`src/rtl/dpd_pkg.sv`:
```
package dpd_pkg;
  typedef enum logic [1:0] {
    CMD_IDLE  = 2'd0,
    CMD_EXIT  = 2'd1,
    CMD_ENTER = 2'd2
  } dpd_cmd_e;

  typedef enum logic [1:0] {
    ST_IDLE,
    ST_PREP,
    ST_WAIT
  } dpd_state_e;

  // ceil(200 ns / ceil(period in ns))
  function automatic int min_hold_cycles(longint unsigned hz);
    longint unsigned ns;
    ns = (64'd1_000_000_000 + hz - 64'd1) / hz;
    return int'((64'd200 + ns - 64'd1) / ns);
  endfunction
endpackage

```
`src/rtl/dpd_id_decode.sv`:
```
module dpd_id_decode #(
  parameter int NUM_BANKS = 2,
  parameter int WORD_W    = 32,
  parameter int RAIL_BITS = 30,
  parameter int ID_W      = 7,
  parameter int BIT_W     = 5,
  parameter int BANK_W    = 1
) (
  input  logic [ID_W-1:0]   id_i,
  output logic [BANK_W-1:0] bank_o,
  output logic [BIT_W-1:0]  bit_o,
  output logic              valid_o
);
  logic [ID_W-BIT_W-1:0] bank_full;

  assign bank_full = id_i[ID_W-1:BIT_W];
  assign bank_o    = bank_full[BANK_W-1:0];
  assign bit_o     = id_i[BIT_W-1:0];
  assign valid_o   = (int'(bank_full) < NUM_BANKS) && (int'(bit_o) < RAIL_BITS);
endmodule

```
`src/rtl/dpd_bank_reg.sv`:
```
module dpd_bank_reg #(
  parameter int WORD_W = 32,
  parameter int BIT_W  = 5
) (
  input  logic              clk_i,
  input  logic              rst_ni,
  input  logic              wr_i,
  input  logic [BIT_W-1:0]  bit_i,
  input  logic [1:0]        cmd_i,
  output logic [WORD_W-1:0] word_o
);
  always_ff @(posedge clk_i or negedge rst_ni) begin
    if (!rst_ni) begin
      word_o <= '0;
    end else if (wr_i) begin
      word_o[bit_i]          <= 1'b1;
      word_o[WORD_W-1 -: 2]  <= cmd_i;
    end
  end
endmodule

```
`src/rtl/dpd_seq.sv`:
```
module dpd_seq
  import dpd_pkg::*;
#(
  parameter int TIMEOUT_CYCLES = 25_000_000,
  parameter int TIMER_W        = 16,
  parameter int TIMER_VAL      = 20,
  parameter int BIT_W          = 5,
  parameter int BANK_W         = 1
) (
  input  logic               clk_i,
  input  logic               rst_ni,
  input  logic               req_valid_i,
  input  logic               id_valid_i,
  input  logic [BANK_W-1:0]  bank_i,
  input  logic [BIT_W-1:0]   bit_i,
  input  logic               on_i,
  input  logic               status_bit_i,
  output logic [BANK_W-1:0]  cur_bank_o,
  output logic [BIT_W-1:0]   cur_bit_o,
  output logic [1:0]         cmd_o,
  output logic               wr_o,
  output logic               busy_o,
  output logic               done_o,
  output logic               err_timeout_o,
  output logic               err_inval_o,
  output logic               sample_en_o,
  output logic [TIMER_W-1:0] timer_o
);
  localparam int CNT_W = $clog2(TIMEOUT_CYCLES + 1);

  dpd_state_e       state_q;
  logic [CNT_W-1:0] cnt_q;
  logic             cur_on_q;
  logic             target;

  assign target = ~cur_on_q;  // up waits for 0, down waits for 1
  assign cmd_o  = cur_on_q ? CMD_EXIT : CMD_ENTER;
  assign wr_o   = (state_q == ST_PREP);
  assign busy_o = (state_q != ST_IDLE);

  always_ff @(posedge clk_i or negedge rst_ni) begin
    if (!rst_ni) begin
      state_q       <= ST_IDLE;
      cnt_q         <= '0;
      cur_on_q      <= 1'b0;
      cur_bank_o    <= '0;
      cur_bit_o     <= '0;
      done_o        <= 1'b0;
      err_timeout_o <= 1'b0;
      err_inval_o   <= 1'b0;
      sample_en_o   <= 1'b0;
      timer_o       <= '0;
    end else begin
      done_o        <= 1'b0;
      err_timeout_o <= 1'b0;
      err_inval_o   <= 1'b0;
      case (state_q)
        ST_IDLE: begin
          if (req_valid_i) begin
            if (id_valid_i) begin
              state_q     <= ST_PREP;
              sample_en_o <= 1'b1;
              timer_o     <= TIMER_W'(TIMER_VAL);
              cur_bank_o  <= bank_i;
              cur_bit_o   <= bit_i;
              cur_on_q    <= on_i;
            end else begin
              err_inval_o <= 1'b1;
            end
          end
        end
        ST_PREP: begin
          state_q <= ST_WAIT;
          cnt_q   <= '0;
        end
        ST_WAIT: begin
          if (status_bit_i == target) begin
            done_o      <= 1'b1;
            sample_en_o <= 1'b0;
            state_q     <= ST_IDLE;
          end else if (cnt_q == CNT_W'(TIMEOUT_CYCLES - 1)) begin
            err_timeout_o <= 1'b1;
            sample_en_o   <= 1'b0;
            state_q       <= ST_IDLE;
          end else begin
            cnt_q <= cnt_q + 1'b1;
          end
        end
        default: state_q <= ST_IDLE;
      endcase
    end
  end
endmodule

```
`src/rtl/dpd_rail_ctrl.sv`:
```
module dpd_rail_ctrl
  import dpd_pkg::*;
#(
  parameter int          NUM_BANKS      = 2,
  parameter int          WORD_W         = 32,
  parameter int          RAIL_BITS      = 30,
  parameter longint      PCLK_HZ        = 100_000_000,
  parameter int          TIMEOUT_CYCLES = 25_000_000,
  parameter int          TIMER_W        = 16,
  localparam int         ID_W           = $clog2(NUM_BANKS * WORD_W) + 1,
  localparam int         FLAT_W         = NUM_BANKS * WORD_W
) (
  input  logic               clk_i,
  input  logic               rst_ni,
  input  logic               req_valid_i,
  input  logic [ID_W-1:0]    req_id_i,
  input  logic               req_on_i,
  input  logic [FLAT_W-1:0]  status_flat_i,
  output logic               busy_o,
  output logic               done_o,
  output logic               err_timeout_o,
  output logic               err_inval_o,
  output logic               sample_en_o,
  output logic [TIMER_W-1:0] dpd_timer_o,
  output logic [FLAT_W-1:0]  req_flat_o
);
  localparam int BIT_W     = $clog2(WORD_W);
  localparam int BANK_W    = (NUM_BANKS > 1) ? $clog2(NUM_BANKS) : 1;
  localparam int TIMER_VAL = min_hold_cycles(longint'(PCLK_HZ));

  logic [BANK_W-1:0] dec_bank, cur_bank;
  logic [BIT_W-1:0]  dec_bit, cur_bit;
  logic              dec_valid, wr, status_bit;
  logic [1:0]        cmd;

  dpd_id_decode #(
    .NUM_BANKS(NUM_BANKS), .WORD_W(WORD_W), .RAIL_BITS(RAIL_BITS),
    .ID_W(ID_W), .BIT_W(BIT_W), .BANK_W(BANK_W)
  ) u_dec (
    .id_i(req_id_i), .bank_o(dec_bank), .bit_o(dec_bit), .valid_o(dec_valid)
  );

  assign status_bit = status_flat_i[{cur_bank, cur_bit}];

  dpd_seq #(
    .TIMEOUT_CYCLES(TIMEOUT_CYCLES), .TIMER_W(TIMER_W), .TIMER_VAL(TIMER_VAL),
    .BIT_W(BIT_W), .BANK_W(BANK_W)
  ) u_seq (
    .clk_i(clk_i), .rst_ni(rst_ni),
    .req_valid_i(req_valid_i), .id_valid_i(dec_valid),
    .bank_i(dec_bank), .bit_i(dec_bit), .on_i(req_on_i),
    .status_bit_i(status_bit),
    .cur_bank_o(cur_bank), .cur_bit_o(cur_bit), .cmd_o(cmd), .wr_o(wr),
    .busy_o(busy_o), .done_o(done_o), .err_timeout_o(err_timeout_o),
    .err_inval_o(err_inval_o), .sample_en_o(sample_en_o), .timer_o(dpd_timer_o)
  );

  for (genvar b = 0; b < NUM_BANKS; b++) begin : g_bank
    dpd_bank_reg #(.WORD_W(WORD_W), .BIT_W(BIT_W)) u_reg (
      .clk_i(clk_i), .rst_ni(rst_ni),
      .wr_i(wr && (int'(cur_bank) == b)),
      .bit_i(cur_bit), .cmd_i(cmd),
      .word_o(req_flat_o[b*WORD_W +: WORD_W])
    );
  end
endmodule

```
`config.mk`:
```
export PLATFORM = sky130hd
export DESIGN_NAME = dpd_rail_ctrl
export DESIGN_NICKNAME = d
export VERILOG_FILES = /design/src/rtl/dpd_pkg.sv /design/src/rtl/dpd_id_decode.sv /design/src/rtl/dpd_bank_reg.sv /design/src/rtl/dpd_seq.sv /design/src/rtl/dpd_rail_ctrl.sv
export SDC_FILE = /design/constraint.sdc
export NUM_CORES = 1
export LEC_CHECK = 0
export CORE_MARGIN = 5
export CORE_UTILIZATION = 49
export CTS_BUF_LIST = sky130_fd_sc_hd__clkbuf_2 sky130_fd_sc_hd__clkbuf_4 sky130_fd_sc_hd__clkbuf_8
export CTS_CLUSTER_SIZE = 28
export DETAILED_ROUTE_END_ITERATION = 16
export PLACE_DENSITY_LB_ADDON = 0.08
export SLEW_MARGIN = 20
export SYNTH_ARGS = -nofsm -noshare
export SYNTH_HDL_FRONTEND = slang
export SYNTH_HIERARCHICAL = 1
export SYNTH_SLANG_ARGS = --single-unit
```
`constraint.sdc`:
```
create_clock -name clk_i -period 3.9 [get_ports clk_i]
set_input_delay 0.78 -clock clk_i [delete_from_list [all_inputs] [get_ports clk_i]]
set_output_delay 0.78 -clock clk_i [all_outputs]
set_load 0.01 [all_outputs]
```
==> metrics <==
maximum operating frequency 294 MHz; iteration-0 DRC count of the detailed router 254; count of instances resized after the clock tree is built 0; instance count of the mapped netlist 465; per-cell via count in the routed design 5.63; global-route usage over all layers 0.206; Area contributors post-synth sky130_fd_sc_hd__dfrtp_1 (48%), sky130_fd_sc_hd__a21o_1 (4.4%), sky130_fd_sc_hd__mux2_2 (3.5%); final number of setup-violating endpoints 0; VDD IR max 0.371 mV; leak pwr 3.14 nW; CTS HTree Levels 3; initial core utilization 0.500; clock network fraction of total power 0.140; antenna diode count 0; Post-Route Skew 0.00784 ns; standard-cell rows 38; number of top-level design ports 160; switching power 0.00168 W; number of CTS-inserted buffers 9; final standard cell area without fillers 0.00703 mm2; Synth Flop Type sky130_fd_sc_hd__dfrtp_1; kind of launch point of the worst setup path flop; count of flip-flops with a built-in enable after synthesis 0; post-layout min period 3.41 ns; TritonCTS clock tree yes; area fraction of the dominant cell type after synthesis 0.475; aggregate global routing overflow 0; library cell used as clock root buffer sky130_fd_sc_hd__clkbuf_8; aggregate negative setup slack 0 ns; pins over their slew limit 0; total power draw 0.00455 W; cts hold-fix bufs 0; switch share 0.369; Int Pwr 0.00287 W; worst slew margin relative to its limit 0.378; growth of design area from synthesis to finish 29.7%; number of buffers on the longest clock path 2; clock insertion delay at the later pin of the skew report 0.36 ns; cell type contributing the most total cell area after synthesis sky130_fd_sc_hd__dfrtp_1; largest net degree at the start of global routing 64; floorplan die area 0.0133 mm2; fraction of layout cells with a size suffix above 1 0.142; combinational share of power 0.492; clock sink count 103; post-CTS setup repair buffer count 0; post-synthesis average cell area 11.7 um2; first-pass detailed-route iteration total 4; number of unique standard cell types used by synthesis 68; fin crit share 0.873; transition time at the pin with the least slew margin 0.926 ns; placeable core region 0.0108 mm2; clock-pin slew on the worst setup and hold paths 0.10 ns; Placement Cell Area 0.00684 mm2; Post-Syn Area 0.00542 mm2; Residual DRC 0; count of endpoints failing hold in the final timing report 0; routed wire length 13400 um; total power divided by cell area 647 mW/mm2; CP required 4.20 ns; number of global-route vias before repair 4109; Crit Path Category flop to flop; synthesized flop and latch total 103; number of routed nets with antenna violations 0; Die Width 115 um; first-pass GRT wire length 21600 um; die height 115 um; number of warnings reported in the yosys synthesis log 6; max_cap viols 0; sort of element at the end of the critical path flop; antenna violations before repair 0; relative contribution of sequential cells to total power 0.369; RSZ-0062 raised after global routing no; I/O Buffers 145; routed length per placed instance 18.0 um; nets 678; worst path arrival time 3.71 ns; min-delay worst type flop to flop; share of the yosys chip area belonging to registers 0.475; biggest fanout along the worst timing path 24; Detailed Place HPWL 10300 um; result of the run completed; proportion of synthesized flip-flops having asynchronous set or reset 1.00; final weighted congestion in routability-driven placement 0.842; detailed-route via count 4189
[worst max-delay path: stages, from the launching register on]
cell and delay [ns]:
sky130_fd_sc_hd__dfrtp_1 0.74, sky130_fd_sc_hd__buf_4 0.40, sky130_fd_sc_hd__mux2i_1 0.23, sky130_fd_sc_hd__nand3b_1 0.09, sky130_fd_sc_hd__o2111ai_1 0.10, sky130_fd_sc_hd__o21ai_0 0.13
sky130_fd_sc_hd__o32a_1 0.32, sky130_fd_sc_hd__xnor2_1 0.20, sky130_fd_sc_hd__o21a_1 0.22, sky130_fd_sc_hd__o31ai_4 0.15, sky130_fd_sc_hd__or4_2 0.64, sky130_fd_sc_hd__nand3_1 0.10
[cells in the mapped netlist (3+ instances only)]
| cell | number |
|---|---|
| sky130_fd_sc_hd__o21a_1 | 3 |
| sky130_fd_sc_hd__and3b_1 | 4 |
| sky130_fd_sc_hd__mux2i_1 | 8 |
| sky130_fd_sc_hd__o21ai_0 | 10 |
| sky130_fd_sc_hd__clkbuf_1 | 6 |
| sky130_fd_sc_hd__and3_1 | 4 |
| sky130_fd_sc_hd__buf_6 | 7 |
| sky130_fd_sc_hd__nor2_1 | 14 |
| sky130_fd_sc_hd__o21bai_2 | 6 |
| sky130_fd_sc_hd__nand4b_1 | 4 |
| sky130_fd_sc_hd__o211ai_1 | 4 |
| sky130_fd_sc_hd__nand4_1 | 6 |
| sky130_fd_sc_hd__mux4_2 | 8 |
| sky130_fd_sc_hd__nand3_1 | 19 |
| sky130_fd_sc_hd__nand3b_1 | 13 |
| sky130_fd_sc_hd__a31oi_1 | 10 |
| sky130_fd_sc_hd__mux2_2 | 17 |
| sky130_fd_sc_hd__nor3b_2 | 8 |
| sky130_fd_sc_hd__nor4_1 | 5 |
| sky130_fd_sc_hd__a21oi_1 | 11 |
| sky130_fd_sc_hd__ha_1 | 4 |
| sky130_fd_sc_hd__nand2_1 | 31 |
| sky130_fd_sc_hd__mux4_1 | 5 |
| sky130_fd_sc_hd__and4_1 | 4 |
| sky130_fd_sc_hd__a41oi_1 | 5 |
| sky130_fd_sc_hd__clkbuf_8 | 3 |
| sky130_fd_sc_hd__dfrtp_1 | 103 |
| sky130_fd_sc_hd__o21bai_1 | 18 |
| sky130_fd_sc_hd__a21o_1 | 32 |
| sky130_fd_sc_hd__and2_2 | 3 |
| sky130_fd_sc_hd__o21ai_1 | 3 |
| sky130_fd_sc_hd__buf_4 | 24 |
| sky130_fd_sc_hd__inv_1 | 8 |
| sky130_fd_sc_hd__buf_2 | 8 |
| sky130_fd_sc_hd__a41o_1 | 4 |
[final cells by class]
cell class                 count  area (um2)
fill                         867        3810
sequential                   103        2580
multi-input combinational    318        2500
timing repair buffer         158        1560
tap                          140         175
clock buffer                  10         138
clock inverter                 6        52.6
inverter                       9        33.8
[per-layer routing]
layer	vias up	track usage	routed length (um)
li1	1980	-	-
met1	2076	0.266	5620
met2	114	0.358	6940
met3	19	0.0374	628
met4	0	0.0556	215
met5	-	0	0
[logic make-up after synthesis]
group | after synthesis | share of synthesized area
flops | 103 | 0.475
simple gates | 140 | 0.164
xor+xnor | 1 | 0.00162
mux | 38 | 0.108
fa+ha+maj | 4 | 0.00923
other cells | 1 | 0.000692
buf+inv | 57 | 0.0732
compound gates | 121 | 0.168
[registers in the layout, summed over array words and instances, names as in the netlist]
signal               flops
g_bank.u_reg/word_o     64
u_seq/cnt_q             25
u_seq/cur_bit_o          5
u_seq/state_q            2
u_seq/cur_bank_o         1
u_seq/cur_on_q           1
u_seq/done_o             1
u_seq/err_inval_o        1
u_seq/err_timeout_o      1
u_seq/sample_en_o        1
u_seq/timer_o            1
[metrics by stage]
| step | worst slack (ns) | instances | hold slack [ns] | util |
|---|---|---|---|---|
| after detailed placement | 0.232 | 728 | 0.446 | 0.631 |
| after global routing | 0.159 | 744 | 0.484 | 0.649 |
| after CTS | 0.484 | 744 | 0.469 | 0.649 |
| final | 0.495 | 744 | 0.464 | 0.649 |
| after global placement | 0.262 | 728 | 0.437 | 0.631 |
| after floorplan | 0.690 | 478 | 0.445 | - |
[worst paths after layout]
kind	start	end	slack (ns)	cells after the start
setup / recovery	u_seq/cur_bit_o[0]	u_seq/cnt_q[3]	0.49	11
hold / removal	g_bank[0].u_reg/word_o[8]	g_bank[0].u_reg/word_o[8]	0.46	1
setup reg to reg	u_seq/cur_bit_o[0]	u_seq/cnt_q[3]	0.49	11
hold reg to reg	g_bank[0].u_reg/word_o[8]	g_bank[0].u_reg/word_o[8]	0.46	1
max in group asynchronous	rst_ni	u_seq/cnt_q[6]	2.60	2
min in group asynchronous	rst_ni	g_bank[1].u_reg/word_o[3]	0.47	1
[power groups by stage]
stage,clock network (W),registers (W),logic [W]
6_report,0.000636,0.00168,0.00224
5_1_grt,0.000703,0.00173,0.00241
4_1_cts,0.000658,0.00168,0.00226
3_5_place_dp,0,0.00171,0.00225
3_3_place_gp,0,0.00169,0.00222
2_1_floorplan,0,0.00175,0.00123
[cell usage in the layout, fill, tap and decap left out, drive strengths merged, types with 3 or more instances in the layout]
cell type	count
a41o	4
mux4	13
dfrtp	103
a41oi	6
o211ai	4
o21a	3
inv	11
o21ai	13
nand3	20
a21oi	11
and3b	4
ha	4
nor4	6
buf	14
nand2	32
conb	14
or4	5
a21o	32
nor2	14
nor3	4
and4	4
nand4b	4
nand3b	13
mux2i	8
and3	4
nor3b	9
mux2	17
clkinv	3
and2	5
clkbuf	10
clkdlybuf4s50	144
a31oi	10
nand4	6
o21bai	24
Power figures use the tool's default switching activity.
